[config.mk]
export PLATFORM = sky130hd
export DESIGN_NAME = psram_boot_seq
export DESIGN_NICKNAME = d
export VERILOG_FILES = /design/src/rtl/psram_boot_pkg.sv /design/src/rtl/psram_phase_timer.sv /design/src/rtl/psram_frame_engine.sv /design/src/rtl/psram_id_decode.sv /design/src/rtl/psram_boot_seq.sv
export SDC_FILE = /design/constraint.sdc
export NUM_CORES = 1
export LEC_CHECK = 0
export ABC_AREA = 1
export BUFFER_PORTS_ARGS = -buffer_cell sky130_fd_sc_hd__buf_4
export CAP_MARGIN = 0
export CORE_UTILIZATION = 50
export DETAILED_ROUTE_END_ITERATION = 10
export PLACE_DENSITY = 0.69
export SYNTH_ARGS = -nofsm -noshare
export SYNTH_HDL_FRONTEND = slang
export SYNTH_HIERARCHICAL = 1
export SYNTH_SLANG_ARGS = --single-unit
export TNS_END_PERCENT = 100
[constraint.sdc]
create_clock -name clk_i -period 3.5 [get_ports clk_i]
set_input_delay 1.05 -clock clk_i [delete_from_list [all_inputs] [get_ports clk_i]]
set_output_delay 1.05 -clock clk_i [all_outputs]
set_load 0.05 [all_outputs]
[src/rtl/psram_boot_pkg.sv]
package psram_boot_pkg;
  localparam int CMD_W  = 8;
  localparam int ADDR_W = 24;
  localparam int ID_W   = 24;

  localparam logic [CMD_W-1:0] OP_QEXIT  = 8'hF5;
  localparam logic [CMD_W-1:0] OP_RDID   = 8'h9F;
  localparam logic [CMD_W-1:0] OP_RSTEN  = 8'h66;
  localparam logic [CMD_W-1:0] OP_RST    = 8'h99;
  localparam logic [CMD_W-1:0] OP_QENTER = 8'h35;

  typedef enum logic [2:0] {
    SQ_IDLE, SQ_EXIT, SQ_ID, SQ_RSTEN, SQ_RST, SQ_QEN
  } seq_e;

  typedef enum logic [1:0] {EN_IDLE, EN_SHIFT, EN_GAP} eng_e;

  typedef struct packed {
    logic [CMD_W-1:0] op;
    logic             quad;
    logic             with_addr;
    logic             with_rx;
  } frame_t;

  function automatic frame_t frame_of(seq_e s);
    frame_t f;
    f = '0;
    case (s)
      SQ_EXIT:  begin f.op = OP_QEXIT; f.quad = 1'b1; end
      SQ_ID:    begin f.op = OP_RDID; f.with_addr = 1'b1; f.with_rx = 1'b1; end
      SQ_RSTEN: f.op = OP_RSTEN;
      SQ_RST:   f.op = OP_RST;
      SQ_QEN:   f.op = OP_QENTER;
      default:  f = '0;
    endcase
    return f;
  endfunction
endpackage

[src/rtl/psram_phase_timer.sv]
module psram_phase_timer #(
  parameter int CNT_W = 4
) (
  input  logic             clk_i,
  input  logic             rst_ni,
  input  logic             clr_i,
  input  logic [CNT_W-1:0] lim_i,
  output logic             tick_o
);
  logic [CNT_W-1:0] cnt_q;

  assign tick_o = (cnt_q == lim_i);

  always_ff @(posedge clk_i or negedge rst_ni) begin
    if (!rst_ni)                cnt_q <= '0;
    else if (clr_i || tick_o)   cnt_q <= '0;
    else                        cnt_q <= cnt_q + 1'b1;
  end
endmodule

[src/rtl/psram_frame_engine.sv]
module psram_frame_engine
  import psram_boot_pkg::*;
#(
  parameter int SCLK_HALF = 2
) (
  input  logic            clk_i,
  input  logic            rst_ni,
  input  logic            go_i,
  input  frame_t          frame_i,
  output logic            idle_o,
  output logic            fin_o,
  output logic            cs_n_o,
  output logic            sclk_o,
  output logic [3:0]      sio_o,
  output logic [3:0]      sio_oe_o,
  input  logic [3:0]      sio_i,
  output logic [ID_W-1:0] rx_o
);
  localparam int SH_W    = CMD_W + ADDR_W;
  localparam int GAP_CYC = 4 * SCLK_HALF;
  localparam int CNT_W   = $clog2(GAP_CYC) + 1;
  localparam int BIT_W   = $clog2(CMD_W + ADDR_W + ID_W + 1);
  localparam logic [BIT_W-1:0] L_CMD  = BIT_W'(CMD_W);
  localparam logic [BIT_W-1:0] L_QCMD = BIT_W'(CMD_W / 4);
  localparam logic [BIT_W-1:0] L_ADDR = BIT_W'(ADDR_W);
  localparam logic [BIT_W-1:0] L_RX   = BIT_W'(ID_W);

  eng_e             st_q;
  logic             ph_q;
  logic             quad_q;
  logic [BIT_W-1:0] left_q;
  logic [BIT_W-1:0] rxn_q;
  logic [SH_W-1:0]  sh_q;
  logic [ID_W-1:0]  rx_q;
  logic [CNT_W-1:0] lim;
  logic             tick;
  logic             drive_out;

  assign lim = (st_q == EN_GAP) ? CNT_W'(GAP_CYC - 1) : CNT_W'(SCLK_HALF - 1);

  psram_phase_timer #(.CNT_W(CNT_W)) u_tmr (
    .clk_i  (clk_i),
    .rst_ni (rst_ni),
    .clr_i  (st_q == EN_IDLE),
    .lim_i  (lim),
    .tick_o (tick)
  );

  always_ff @(posedge clk_i or negedge rst_ni) begin
    if (!rst_ni) begin
      st_q   <= EN_IDLE;
      ph_q   <= 1'b0;
      quad_q <= 1'b0;
      left_q <= '0;
      rxn_q  <= '0;
      sh_q   <= '0;
      rx_q   <= '0;
    end else begin
      case (st_q)
        EN_IDLE: if (go_i) begin
          st_q   <= EN_SHIFT;
          ph_q   <= 1'b0;
          quad_q <= frame_i.quad;
          sh_q   <= {frame_i.op, {ADDR_W{1'b0}}};
          left_q <= frame_i.quad ? L_QCMD
                    : L_CMD + (frame_i.with_addr ? L_ADDR : '0)
                            + (frame_i.with_rx ? L_RX : '0);
          rxn_q  <= frame_i.with_rx ? L_RX : '0;
        end
        EN_SHIFT: if (tick) begin
          ph_q <= ~ph_q;
          if (!ph_q) begin
            rx_q <= {rx_q[ID_W-2:0], sio_i[1]};
          end else begin
            if (left_q == BIT_W'(1)) st_q <= EN_GAP;
            else                     left_q <= left_q - 1'b1;
            sh_q <= quad_q ? {sh_q[SH_W-5:0], 4'b0000} : {sh_q[SH_W-2:0], 1'b0};
          end
        end
        EN_GAP: if (tick) st_q <= EN_IDLE;
        default: st_q <= EN_IDLE;
      endcase
    end
  end

  assign idle_o    = (st_q == EN_IDLE);
  assign fin_o     = (st_q == EN_GAP) && tick;
  assign cs_n_o    = (st_q != EN_SHIFT);
  assign sclk_o    = (st_q == EN_SHIFT) && ph_q;
  assign drive_out = (st_q == EN_SHIFT) && (quad_q || (left_q > rxn_q));
  assign rx_o      = rx_q;

  always_comb begin
    sio_oe_o = 4'b0000;
    sio_o    = 4'b0000;
    if (drive_out) begin
      if (quad_q) begin
        sio_oe_o = 4'b1111;
        sio_o    = sh_q[SH_W-1 -: 4];
      end else begin
        sio_oe_o = 4'b0001;
        sio_o    = {3'b000, sh_q[SH_W-1]};
      end
    end
  end
endmodule

[src/rtl/psram_id_decode.sv]
module psram_id_decode
  import psram_boot_pkg::*;
#(
  parameter int SIZE_W = 4
) (
  input  logic [ID_W-1:0]   id_i,
  output logic              present_o,
  output logic [SIZE_W-1:0] size_o
);
  logic [2:0] code;

  assign code      = id_i[ID_W-1 -: 3];
  assign present_o = ~&id_i;

  always_comb begin
    if (!present_o) size_o = '0;
    else begin
      case (code)
        3'd2:    size_o = SIZE_W'(8);
        3'd1:    size_o = SIZE_W'(4);
        default: size_o = SIZE_W'(2);
      endcase
    end
  end
endmodule

[src/rtl/psram_boot_seq.sv]
module psram_boot_seq
  import psram_boot_pkg::*;
#(
  parameter int SCLK_HALF = 2,
  parameter int SIZE_W    = 4
) (
  input  logic              clk_i,
  input  logic              rst_ni,
  input  logic              start_i,
  input  logic              auto_size_i,
  input  logic [SIZE_W-1:0] size_cfg_i,
  output logic              busy_o,
  output logic              done_o,
  output logic              sclk_o,
  output logic              cs_n_o,
  output logic [3:0]        sio_o,
  output logic [3:0]        sio_oe_o,
  input  logic [3:0]        sio_i,
  output logic [SIZE_W-1:0] size_o,
  output logic              present_o
);
  seq_e              seq_q;
  logic              auto_q;
  logic              done_q;
  logic [SIZE_W-1:0] size_q;
  logic              present_q;
  logic              eng_idle;
  logic              eng_fin;
  logic              go;
  logic [ID_W-1:0]   id_raw;
  logic              dec_present;
  logic [SIZE_W-1:0] dec_size;

  assign go = (seq_q != SQ_IDLE) && eng_idle;

  psram_frame_engine #(.SCLK_HALF(SCLK_HALF)) u_eng (
    .clk_i    (clk_i),
    .rst_ni   (rst_ni),
    .go_i     (go),
    .frame_i  (frame_of(seq_q)),
    .idle_o   (eng_idle),
    .fin_o    (eng_fin),
    .cs_n_o   (cs_n_o),
    .sclk_o   (sclk_o),
    .sio_o    (sio_o),
    .sio_oe_o (sio_oe_o),
    .sio_i    (sio_i),
    .rx_o     (id_raw)
  );

  psram_id_decode #(.SIZE_W(SIZE_W)) u_dec (
    .id_i      (id_raw),
    .present_o (dec_present),
    .size_o    (dec_size)
  );

  always_ff @(posedge clk_i or negedge rst_ni) begin
    if (!rst_ni) begin
      seq_q     <= SQ_IDLE;
      auto_q    <= 1'b0;
      done_q    <= 1'b0;
      size_q    <= '0;
      present_q <= 1'b0;
    end else if (seq_q == SQ_IDLE) begin
      if (start_i) begin
        seq_q  <= SQ_EXIT;
        auto_q <= auto_size_i;
        done_q <= 1'b0;
        if (auto_size_i) begin
          size_q    <= '0;
          present_q <= 1'b0;
        end else begin
          size_q    <= size_cfg_i;
          present_q <= |size_cfg_i;
        end
      end
    end else if (eng_fin) begin
      case (seq_q)
        SQ_EXIT:  seq_q <= auto_q ? SQ_ID : SQ_RSTEN;
        SQ_ID: begin
          size_q    <= dec_size;
          present_q <= dec_present;
          seq_q     <= SQ_RSTEN;
        end
        SQ_RSTEN: seq_q <= SQ_RST;
        SQ_RST:   seq_q <= SQ_QEN;
        default: begin
          seq_q  <= SQ_IDLE;
          done_q <= 1'b1;
        end
      endcase
    end
  end

  assign busy_o    = (seq_q != SQ_IDLE);
  assign done_o    = done_q;
  assign size_o    = size_q;
  assign present_o = present_q;
endmodule

=== Word-level counts from Yosys, hierarchy flattened ===
Index checks and enable logic that the tools add are counted.

* Add/subtract/negate cells: 4
* Order comparisons: 1
* Equal/unequal tests: 20
* Mux-type cells: 52
* Bitwise logic cells: 1
* Reduce and logical (&&, ||, !) cells: 26

{| class="wikitable"
|+ Operators with widths
! operator !! count
|-
| 32-bit two-way mux || 4
|-
| 32-bit case mux with 2 select lines || 1
|-
| 4-bit two-way mux || 11
|-
| 8-bit case mux with 5 select lines || 1
|-
| 6-bit two-way mux || 5
|-
| 24-bit AND reduction || 1
|-
| 2-bit by 1-bit inequality test with 1-bit output (second input constant) || 7
|-
| 1-bit two-way mux || 13
|-
| 2-bit two-way mux || 6
|-
| 3-bit two-way mux || 4
|-
| 3-bit case mux with 4 select lines || 1
|-
| 6-bit case mux with 2 select lines || 1
|-
| 3-bit AND reduction || 4
|-
| 5-bit two-way mux || 2
|-
| 5-bit AND reduction || 2
|-
| 3-bit by 2-bit == test with 1-bit output (second input constant) || 3
|-
| 4-bit case mux with 2 select lines || 1
|-
| 4-bit OR reduction || 2
|-
| 4-bit by 6-bit adder with 6-bit output (first input constant) || 1
|-
| 6-bit adder || 1
|-
| 3-bit by 1-bit == test with 1-bit output (second input constant) || 2
|-
| 3-bit == test (second input constant) || 2
|-
| 6-bit by 1-bit == test with 1-bit output (second input constant) || 1
|-
| 6-bit > comparator || 1
|-
| other kinds (18) || 27
|}

* Register bits after elaboration: 86
* Bits of input ports: 12
* Output and inout port bits: 17
* Word-level logic and storage cells: 117

=== Longest topological paths before layout ===
* Depth after elaboration: 8
* Depth in mapped cells: 14
* Depth with buffers taken out: 14

=== Cells and area by module ===
The synthesis kept the hierarchy.

{| class="wikitable"
|+ By module, submodules not included
! module !! times used !! cells each !! area an instance (µm²) !! sequential area each (µm²)
|-
| psram_frame_engine || 1 || 262 || 2,160.8 || 1,076.0
|-
| psram_boot_seq || 1 || 94 || 666.9 || 250.2
|-
| psram_phase_timer || 1 || 39 || 254.0 || 100.1
|-
| psram_id_decode || 1 || 46 || 192.7 || 0.0
|}

=== Worst setup path before layout ===
No wires, ideal clock.

* Path type: register -> output
* From: register u_eng.st_q[0]
* To: output sio_o[1]
* Arrival: 2.395 ns
* Data required time: 2.450 ns
* Slack: 0.055 ns
* Cell stages (with the launch flop): 7
* Path buffers: 0
* Cell sequence: dfrtp_1 > inv_1 > nor2_4 > inv_2 > nor2_1 > inv_1 > nor2_1

* Word-level cells in the longest chain between the ends: 3

{| class="wikitable"
|+ Ends and longest elaborated chain
! item !! line !! text
|-
| from (decl) || psram_frame_engine.sv:28 || <nowiki>eng_e st_q;</nowiki>
|-
| from (signal assigned) || psram_frame_engine.sv:51 || <nowiki>st_q <= EN_IDLE;</nowiki>
|-
| from (signal assigned) || psram_frame_engine.sv:61 || <nowiki>st_q <= EN_SHIFT;</nowiki>
|-
| from (signal assigned) || psram_frame_engine.sv:75 || <nowiki>if (left_q == BIT_W'(1)) st_q <= EN_GAP;</nowiki>
|-
| 2-bit by 1-bit == test with 1-bit output || psram_frame_engine.sv:90 || <nowiki>assign drive_out = (st_q == EN_SHIFT) && (quad_q || (left_q > rxn_q));</nowiki>
|-
| 1-bit logical AND || psram_frame_engine.sv:90 ||
|-
| 4-bit two-way mux || psram_frame_engine.sv:96 || <nowiki>if (drive_out) begin</nowiki>
|-
| to (decl) || psram_boot_seq.sv:16 || <nowiki>output logic [3:0] sio_o,</nowiki>
|}

Every way passes these cells.

=== Worst setup path in the final report ===
* From: register u_eng.left_q[4]
* To: output sio_o[0]

* Word-level cells in the longest chain between the ends: 4

{| class="wikitable"
|+ Ends and longest elaborated chain
! item !! line !! text
|-
| from (decl) || psram_frame_engine.sv:31 || <nowiki>logic [BIT_W-1:0] left_q;</nowiki>
|-
| from (signal assigned) || psram_frame_engine.sv:65 || <nowiki>left_q <= frame_i.quad ? L_QCMD</nowiki>
|-
| from (signal assigned) || psram_frame_engine.sv:76 || <nowiki>else left_q <= left_q - 1'b1;</nowiki>
|-
| 6-bit > comparator || psram_frame_engine.sv:90 ||
|-
| 1-bit logical OR || psram_frame_engine.sv:90 ||
|-
| 1-bit logical AND || psram_frame_engine.sv:90 ||
|-
| 4-bit two-way mux || psram_frame_engine.sv:96 ||
|}

Every way passes these cells.

==> results.ini <==
[run_status]
outcome = complete, no violations

[yosys]
ys_seq_elements = 57
yosys_warnings = 6
synth_common_cells = nand2_1, nor2_1, inv_1
yosys_most_used_dff = dfrtp_1
synth_xor_area_frac = 0.00802
synth_cell_types = 29
synth-compound-area-share = 0.116
ys_seq_area_frac = 0.436
ys_async_sr_fraction = 1.00
synth_most_common_cell = nand2_1
synth_top_area_share = 0.436
synthAdderAreaFrac = 0.0382
synth_edf_count = 0
synth_area_sq_um = 3270
yosys.area.top_type = dfrtp_1
synthMuxAreaShare = 0.00688
yosys.area_share.simple = 0.284
synth_area_leaders = dfrtp_1, nand2_1, nor2_1, inv_1, ha_1
synth_area_per_cell_sq_um = 7.42
synth_top_family_by_area = simple AND/OR/NAND/NOR gates
postSynthCellCount = 441

[global_route]
grt_pass1_vias = 2606
grt_max_degree = 58
grt_pass1_wl_um = 11000
overflow = 0
grt_use_total = 0.197
grt_antenna_before_repair = 0

[routing]
drtIter0Drc = 156
wl_um = 6090
vias_per_cell = 5.02
post_drt_wl_per_cell_um = 11.1
antenna_left = 0
dr_total_vias = 2756
first_pass_iters = 4
post-route-drc-count = 0

[sta]
tightestPinTransition_ps = 719
setup_viol = 0
fin_crit_sh = 0.797
tns_ps = 0
hold_violations = 0
final_max_slew_viol_count = 0
max_freq_ghz = 0.358
period_needed_ps = 2790
rsz0062_at_grt = no
skew_ps = 5.79
slew_headroom = 0.521

[worst_hold_path]
hp-class = reg2reg

[clocking]
clockBufferDepth = 2
path_clk_slew_ps = 60
cts-hold-fix-buffers = 0
cts-resized-gates = 0
post-cts-setup-buffers = 0
cts_tree = done
cts.sinks = 57
cts_buffers = 9
worst_skew_pair.late_latency_ps = 330
h-tree-depth = 3
root_buffer = clkbuf_8

[job]
max_cap_viol_count = 0

[setup_path]
cp.arrival_ps = 1740
worst_setup_path_end_kind = output port
required_ps = 2450
worstSetupPathType = reg2out
cp-start-kind = flip-flop
crit_path_max_fanout = 6

[floorplan]
io_pins = 29
start_util = 0.516
die_area_sq_um = 6880
die_h_um = 82.9
core_area_sq_um = 6350
row_count = 29
die_w_um = 82.9

[finish]
diodes = 0
num-nets-final = 489
syn_to_final_growth_pct = 12.5
drive_gt1_frac = 0.129
stdcell_area_sq_um = 3680

[power_and_ir_drop]
p_leak_nw = 1.96
power_density_nw_per_um2 = 1000
ir_drop_v = 0.000705

[place]
dpl-instance-area_sq_um = 3480
dp_hpwl_um = 4310
gp_congestion = 0.767
io_buffers = 25

[final timing paths]
| kind | to | slack, ps | startpoint | cells after the start |
|---|---|---|---|---|
| setup / recovery | sio_o[0] | 710 | u_eng/left_q[4]$_DFFE_PN0P_ | 8 |
| hold / removal | done_o$_DFFE_PN0P_ | 470 | done_o$_DFFE_PN0P_ | 2 |
| setup reg to reg | flip-flop | 1160 | u_eng/st_q[1]$_DFFE_PN0P_ | 13 |
| max in group asynchronous | u_eng/sh_q[26]$_DFFE_PN0P_ | 2250 | rst_ni | 1 |
| min in group asynchronous | u_eng/left_q[2]$_DFFE_PN0P_ | 760 | rst_ni | 1 |
| hold reg to reg | done_o$_DFFE_PN0P_ | 470 | done_o$_DFFE_PN0P_ | 2 |
[per-stage QoR]
step	instances	setup WS (ps)	util	hold WS (ps)	total power, mW
after floorplan	443	54.6	-	460	2.71
after global placement	533	1050	0.547	459	3.01
after detailed placement	533	1050	0.547	460	3.07
after CTS	549	681	0.580	476	3.73
after global routing	549	508	0.580	507	4.04
final	549	710	0.580	470	3.69
[cell usage in the layout (no fill, tap or decap)]
master	synthesis	routed
clkbuf_8	0	12
o21ai_0	25	25
o21ai_2	3	3
nand4_1	10	10
clkbuf_1	2	2
nand2_2	5	5
nand3_1	18	18
mux2_2	2	2
xor2_1	2	2
a31oi_1	4	4
bufinv_16	0	1
nand2_1	115	115
inv_2	4	4
conb_1	3	5
o211ai_1	7	7
nor3_1	2	2
xnor2_1	1	1
o21ai_1	12	12
inv_1	60	60
clkinv_2	0	1
nand3b_1	1	1
nand2_8	1	1
buf_4	5	28
a21oi_1	18	18
nor2_4	3	3
nand2_4	1	1
nor2_1	62	62
ha_1	10	10
dfrtp_1	57	57
[area by class of cell]
type | count | area, sq um
fill | 590 | 2670
multi-input combinational | 307 | 1500
sequential | 57 | 1430
inverter | 64 | 240
timing repair buffer | 28 | 210
clock buffer | 14 | 173
tap | 77 | 96.3
clock inverter | 2 | 35.0
[layer usage]
layer	global-route usage	up-vias	wire length, um
li1	-	1443	-
met5	0	-	0
met2	0.338	42	2980
met3	0.0358	6	191
met1	0.241	1265	2860
met4	0.0893	0	59
[registers in the layout, summed over array words and instances (netlist names), 2 cells and up, named ones only]
name	count
seq_q	2
u_eng/u_tmr/cnt_q	4
u_eng/sh_q	8
u_eng/left_q	6
u_eng/st_q	2
u_eng/rx_o	24
size_o	4
[worst max-delay path: stages, from the launching register on]
cell and delay, ps:
dfrtp_1 440, ha_1 330, inv_1 60, nor2_1 30
o21ai_0 150, nand3_1 90, nand2_1 90, nor2_1 40
buf_4 180
[report_power, final]
part           leakage, nW  internal, mW  switching (mW)  total, mW
clock network        0.107         0.387           0.253      0.640
registers            0.697         0.946           0.266       1.21
logic                 1.16         0.620            1.22       1.84
total                 1.96          1.95            1.73       3.69
[cells by family (layout without fill, tap and decap cells)]
| logic type | Yosys count | after routing |
|---|---|---|
| muxes | 2 | 2 |
| AOI/OAI and AO/OA | 69 | 69 |
| other | 3 | 5 |
| xor gates and xnor gates | 3 | 3 |
| adders and majority gates | 10 | 10 |
| DFF | 57 | 57 |
| and+or+nand+nor | 218 | 218 |
| buffers and inverters | 79 | 108 |
(Power assumes the default switching activity.)
